**src/rtl/opnd_route_pkg.sv**
```systemverilog
package opnd_route_pkg;

    localparam int DATA_W_DEF = 32;
    localparam int IDX_W_DEF  = 5;

    typedef enum logic [1:0] {
        SRC_RF  = 2'b00,
        SRC_MWB = 2'b01,
        SRC_EXM = 2'b10
    } src_sel_e;

    // younger producer first, then older, then the register file
    function automatic src_sel_e pick_src(input logic exm_hit, input logic mwb_hit);
        if (exm_hit)      return SRC_EXM;
        else if (mwb_hit) return SRC_MWB;
        else              return SRC_RF;
    endfunction

endpackage

```
**src/rtl/fwd_pick.sv**
```systemverilog
module fwd_pick
    import opnd_route_pkg::*;
#(
    parameter int DW = DATA_W_DEF,
    parameter int AW = IDX_W_DEF
) (
    input  logic [AW-1:0] src,
    input  logic [DW-1:0] rf_val,
    input  logic          exm_we,
    input  logic [AW-1:0] exm_rd,
    input  logic [DW-1:0] exm_val,
    input  logic          mwb_we,
    input  logic [AW-1:0] mwb_rd,
    input  logic [DW-1:0] mwb_val,
    output src_sel_e      sel,
    output logic [DW-1:0] val
);

    localparam logic [AW-1:0] ZERO_IDX = '0;

    logic exm_hit;
    logic mwb_hit;

    always_comb begin
        exm_hit = exm_we && (exm_rd != ZERO_IDX) && (exm_rd == src);
        mwb_hit = mwb_we && (mwb_rd != ZERO_IDX) && (mwb_rd == src);
        sel     = pick_src(exm_hit, mwb_hit);
        unique case (sel)
            SRC_EXM: val = exm_val;
            SRC_MWB: val = mwb_val;
            default: val = rf_val;
        endcase
    end

endmodule

```
**src/rtl/regfile_wt.sv**
```systemverilog
module regfile_wt #(
    parameter int DW  = 32,
    parameter int AW  = 5,
    parameter int NRD = 2
) (
    input  logic          clk,
    input  logic          rst,
    input  logic          we,
    input  logic [AW-1:0] wa,
    input  logic [DW-1:0] wd,
    input  logic [AW-1:0] ra [NRD],
    output logic [DW-1:0] rd [NRD]
);

    localparam int NREG = 1 << AW;
    localparam logic [AW-1:0] ZERO_IDX = '0;

    logic [DW-1:0] mem [NREG];
    logic          wr_live;

    assign wr_live = we && (wa != ZERO_IDX);

    always_ff @(posedge clk) begin
        if (rst) begin
            for (int i = 0; i < NREG; i++) mem[i] <= '0;
        end else if (wr_live) begin
            mem[wa] <= wd;
        end
    end

    for (genvar p = 0; p < NRD; p++) begin : g_rport
        always_comb begin
            if (ra[p] == ZERO_IDX)                rd[p] = '0;
            else if (wr_live && (wa == ra[p]))    rd[p] = wd;
            else                                  rd[p] = mem[ra[p]];
        end
    end

endmodule

```
**src/rtl/opnd_route.sv**
```systemverilog
module opnd_route
    import opnd_route_pkg::*;
#(
    parameter int DW = DATA_W_DEF,
    parameter int AW = IDX_W_DEF
) (
    input  logic          clk,
    input  logic          rst,
    input  logic [AW-1:0] id_rs_a,
    input  logic [AW-1:0] id_rs_b,
    output logic [DW-1:0] id_val_a,
    output logic [DW-1:0] id_val_b,
    input  logic [AW-1:0] ex_src_a,
    input  logic [AW-1:0] ex_src_b,
    input  logic [DW-1:0] ex_rf_a,
    input  logic [DW-1:0] ex_rf_b,
    input  logic          exm_we,
    input  logic [AW-1:0] exm_rd,
    input  logic [DW-1:0] exm_val,
    input  logic          mwb_we,
    input  logic [AW-1:0] mwb_rd,
    input  logic [DW-1:0] mwb_val,
    output logic [1:0]    sel_a,
    output logic [1:0]    sel_b,
    output logic [DW-1:0] opnd_a,
    output logic [DW-1:0] opnd_b
);

    localparam int NOP = 2;

    logic [AW-1:0] src_v [NOP];
    logic [DW-1:0] rf_v  [NOP];
    src_sel_e      sel_v [NOP];
    logic [DW-1:0] op_v  [NOP];
    logic [AW-1:0] id_ra [NOP];
    logic [DW-1:0] id_rd [NOP];

    assign src_v[0] = ex_src_a;
    assign src_v[1] = ex_src_b;
    assign rf_v[0]  = ex_rf_a;
    assign rf_v[1]  = ex_rf_b;
    assign id_ra[0] = id_rs_a;
    assign id_ra[1] = id_rs_b;

    for (genvar k = 0; k < NOP; k++) begin : g_opnd
        fwd_pick #(.DW(DW), .AW(AW)) u_pick (
            .src     (src_v[k]),
            .rf_val  (rf_v[k]),
            .exm_we  (exm_we),
            .exm_rd  (exm_rd),
            .exm_val (exm_val),
            .mwb_we  (mwb_we),
            .mwb_rd  (mwb_rd),
            .mwb_val (mwb_val),
            .sel     (sel_v[k]),
            .val     (op_v[k])
        );
    end

    regfile_wt #(.DW(DW), .AW(AW), .NRD(NOP)) u_rf (
        .clk (clk),
        .rst (rst),
        .we  (mwb_we),
        .wa  (mwb_rd),
        .wd  (mwb_val),
        .ra  (id_ra),
        .rd  (id_rd)
    );

    assign sel_a    = sel_v[0];
    assign sel_b    = sel_v[1];
    assign opnd_a   = op_v[0];
    assign opnd_b   = op_v[1];
    assign id_val_a = id_rd[0];
    assign id_val_b = id_rd[1];

endmodule

```
**config.mk**
```make
export PLATFORM = sky130hd
export DESIGN_NAME = opnd_route
export DESIGN_NICKNAME = d
export VERILOG_FILES = /design/src/rtl/opnd_route_pkg.sv /design/src/rtl/fwd_pick.sv /design/src/rtl/regfile_wt.sv /design/src/rtl/opnd_route.sv
export SDC_FILE = /design/constraint.sdc
export NUM_CORES = 2
export LEC_CHECK = 0
export BUFFER_PORTS_ARGS = -buffer_cell sky130_fd_sc_hd__clkbuf_2
export CAP_MARGIN = 20
export CORE_MARGIN = 2
export CORE_UTILIZATION = 60
export CTS_CLUSTER_DIAMETER = 30
export DETAILED_ROUTE_END_ITERATION = 8
export PLACE_DENSITY_LB_ADDON = 0.2
export SLEW_MARGIN = 20
export SYNTH_ARGS = -nofsm -noshare
export SYNTH_HDL_FRONTEND = slang
export SYNTH_SLANG_ARGS = --single-unit
```
**constraint.sdc**
```tcl
create_clock -name clk -period 7 [get_ports clk]
set_input_delay 0.7 -clock clk [delete_from_list [all_inputs] [get_ports clk]]
set_output_delay 0.7 -clock clk [all_outputs]
set_load 0.01 [all_outputs]
```
==> results.tsv <==
stage	metric	value	unit
clock_tree	H-Tree Depth	4	
layout	Top Registers	u_rf.mem x1024	
timing	final setup violation count	0	
worst_setup_path	CP Cell Sequence	clkbuf_2 > or2_2 > o41ai_4 > nor4_4 > buf_4 > mux2i_1 > o21ai_0 > clkbuf_2	
layout	commonest non-fill, non-tap cell in the layout	edfxtp_1	
timing	Slew HR	0.174	
timing	final setup TNS	0	ns
yosys	Post-synth EDFFs	1024	
yosys	largest family of logic cells by synthesized area	multiplexers	
detailed_routing	post-route ant nets	0	
clock_tree	CTS buffer count	197	
timing	fin crit share	0.748	
detailed_routing	Via density	7.31	
worst_setup_path	WP depth	8	
place	Port-buffer cells	293	
yosys	post-synth top area cell	edfxtp_1	
power	Internal Pwr Total	14.3	mW
yosys	Synth Area in Compound Gates	0.0583	
run	MaxCap Viol Count	0	
worst_setup_path	CP dominant cell by count	clkbuf_2	
worst_hold_path	Hold WC Path Type	in -> reg	
grt	antenna violations before repair	20	
clock_tree	CTS tree	yes	
clock_tree	CTS Root Buffer Type	clkbuf_16	
worst_setup_path	Max stage delay on crit path	1.00	ns
worst_setup_path	critical path type	in -> out	
power	Power Density	288	nW/um2
yosys	Synth area leaders	edfxtp_1 (54%), mux4_2 (16%), and2_1 (11%), mux2i_1 (5.8%), clkbuf_1 (2.0%)	
grt	vias in the first global route	42300	
yosys	Netlist cell types	58	
timing	fmax	0.191	GHz
yosys	Synth Area in XOR/XNOR	0.00461	
place	DP HPWL	127	mm
yosys	post-synthesis average cell area	13.7	um2
yosys	share of the synthesized area in the top cell type	0.540	
clock_tree	Reg clk slew, reported paths	0.05	ns
layout	largest reg by FF count	u_rf.mem	
worst_setup_path	critical path arrival	4.53	ns
layout	post-route insts no fill	5812	
clock_tree	PostCTS Resize Cnt	0	
grt	gr usage total	0.447	
yosys	post-synthesis cell count	4145	
yosys	predominant post-synthesis flop cell	edfxtp_1	
power	Logic pwr share	0.113	
layout	filler cell count	6281	
grt	total grt overflow	0	
yosys	Cell Area, Synth	56900	um2
place	Final GP Congestion	0.952	
floorplan	Initial Util	0.602	
power	sequential group share of total power	0.380	
layout	share of cells above drive strength 1	0.278	
yosys	post-synthesis mux area share	0.219	
clock_tree	Hold Buf Count CTS	0	
power	LEAKAGE	24.2	nW
timing	min Tclk post-route	5.23	ns
grt	first-pass GRT wire length	303	mm
outcome	outcome	completed	
detailed_routing	Starting DRT DRC Count	7432	
layout	Syn-to-layout area delta	17.0	%
worst_setup_path	delay-heaviest family, CP	compound AO/OA/AOI/OAI gates	
layout	most frequent cells in the layout	edfxtp_1 (1024), and2_1 (995), mux4_2 (393)	
floorplan	# IOs	294	
detailed_routing	post-DR wirelength/cell	37.5	um
power	Net Sw Frac	0.257	
floorplan	core area	94600	um2
power	switching power	4.92	mW
worst_setup_path	Worst path slowest cell	o21ai_0	
floorplan	Die Height	312	um
yosys	Seq cells post-synth	1024	
timing	Max Transition Viols Final	0	
worst_setup_path	CP Buf/Inv Count	3	
yosys	area share of fa/ha/maj cells after synthesis	0	
clock_tree	CTS sink cnt	1024	
worst_setup_path	CP max FO	33	
floorplan	num rows	113	
yosys	Post-Synth Simple-Gate Area	0.146	
power	Peak VDD IR	264	uV
place	placed cell area	59700	um2
grt	largest net degree at the start of global routing	78	
worst_setup_path	crit path to	opnd_b[0]	
worst_setup_path	Worst setup startpoint	mwb_rd[1]	
detailed_routing	Routed WL	218	mm
timing	RSZ-0062 raised after global routing	no	
worst_setup_path	Worst Path Required	6.30	ns
layout	Nets	4531	
place	Inst Count DP	5434	
clock_tree	CTS Buffer Depth	3	
power	Clock Power Share	0.507	
detailed_routing	drt pass-1 iters	6	
timing	Fin. Hold Viols	0	
timing	Worst Tran Pin Value	1.23	ns
layout	number of flip-flops under the largest register name	1024	
worst_setup_path	Worst Setup Start Kind	primary input	
yosys	Syn. warnings	0	
clock_tree	Setup Fix Bufs, Post-CTS	0	
yosys	Seq/Total Area, Yosys	0.540	
floorplan	Die W	312	um
detailed_routing	vias	42500	
detailed_routing	DRC	0	
yosys	async set-reset flop share out of synthesis	0	
layout	Final Cell Area	66600	um2
worst_setup_path	Worst Setup End Kind	output port	
floorplan	DIE AREA	97400	um2
cells by family after synthesis:
| logic type | Yosys count |
|---|---|
| AO/OA/AOI/OAI | 463 |
| XOR/XNOR | 30 |
| buffers and inverters | 441 |
| flip-flops | 1024 |
| multiplexers | 752 |
| other | 1 |
| AND/OR/NAND/NOR | 1434 |
cell usage after synthesis, types with 34 or more instances:
| cell type | n |
|---|---|
| a211oi_1 | 46 |
| a21oi_1 | 38 |
| a221o_1 | 39 |
| a221oi_1 | 66 |
| a22oi_1 | 39 |
| and2_1 | 995 |
| buf_2 | 93 |
| clkbuf_1 | 304 |
| edfxtp_1 | 1024 |
| mux2i_1 | 331 |
| mux4_2 | 393 |
| nand2_1 | 160 |
| nor2_1 | 85 |
| nor3_1 | 57 |
| o21ai_0 | 111 |
| o22ai_1 | 47 |
| or2_2 | 34 |
final cells by class:
type                            count  area [um2]  share of cell area
Timing Repair Buffer              431        2630              0.0395
Clock buffer                      221        5080              0.0763
Antenna cell                        9        22.5            0.000338
Inverter                            4        15.0            0.000225
Clock inverter                    147        1780              0.0268
Multi-Input combinational cell   2711       24800               0.372
Sequential cell                  1024       30700               0.462
Tap cell                         1265        1580              0.0238
power groups by stage:
stage	Sequential, mW	Combinational [mW]	Clock, mW
after global placement	7.35	2.04	0
after global routing	7.31	2.19	10.0
after CTS	7.27	2.07	9.72
after detailed placement	7.38	2.05	0
after floorplan	7.31	1.23	0
final	7.28	2.16	9.73
per-stage QoR:
stage	utilization	setup WS [ns]	total power [mW]	hold slack [ns]
after detailed placement	0.631	2.16	9.43	1.35
after global placement	0.631	2.17	9.38	1.33
after floorplan	-	3.69	8.53	0.898
final	0.704	1.77	19.2	0.575
after global routing	0.704	1.94	19.5	0.550
after CTS	0.704	2.16	19.1	0.543
routing by layer:
| metal | track usage | up-vias | routed length, um |
|---|---|---|---|
| met3 | 0.173 | 1062 | 36600 |
| met5 | 0.00725 | - | 201 |
| li1 | - | 16300 | - |
| met2 | 0.642 | 4309 | 93400 |
| met4 | 0.341 | 16 | 19700 |
| met1 | 0.546 | 20800 | 68100 |
worst min-delay path by stage:
stage          depth (start not counted)               to        start
2_1_floorplan                          1  u_rf.mem[1][31]  mwb_val[31]
3_3_place_gp                           2  u_rf.mem[10][8]   mwb_val[8]
3_5_place_dp                           2  u_rf.mem[10][8]   mwb_val[8]
4_1_cts                                2  u_rf.mem[0][16]          rst
5_1_grt                                2  u_rf.mem[0][24]          rst
6_report                               2  u_rf.mem[10][8]   mwb_val[8]
No activity file was read; power rests on OpenSTA's default activity.
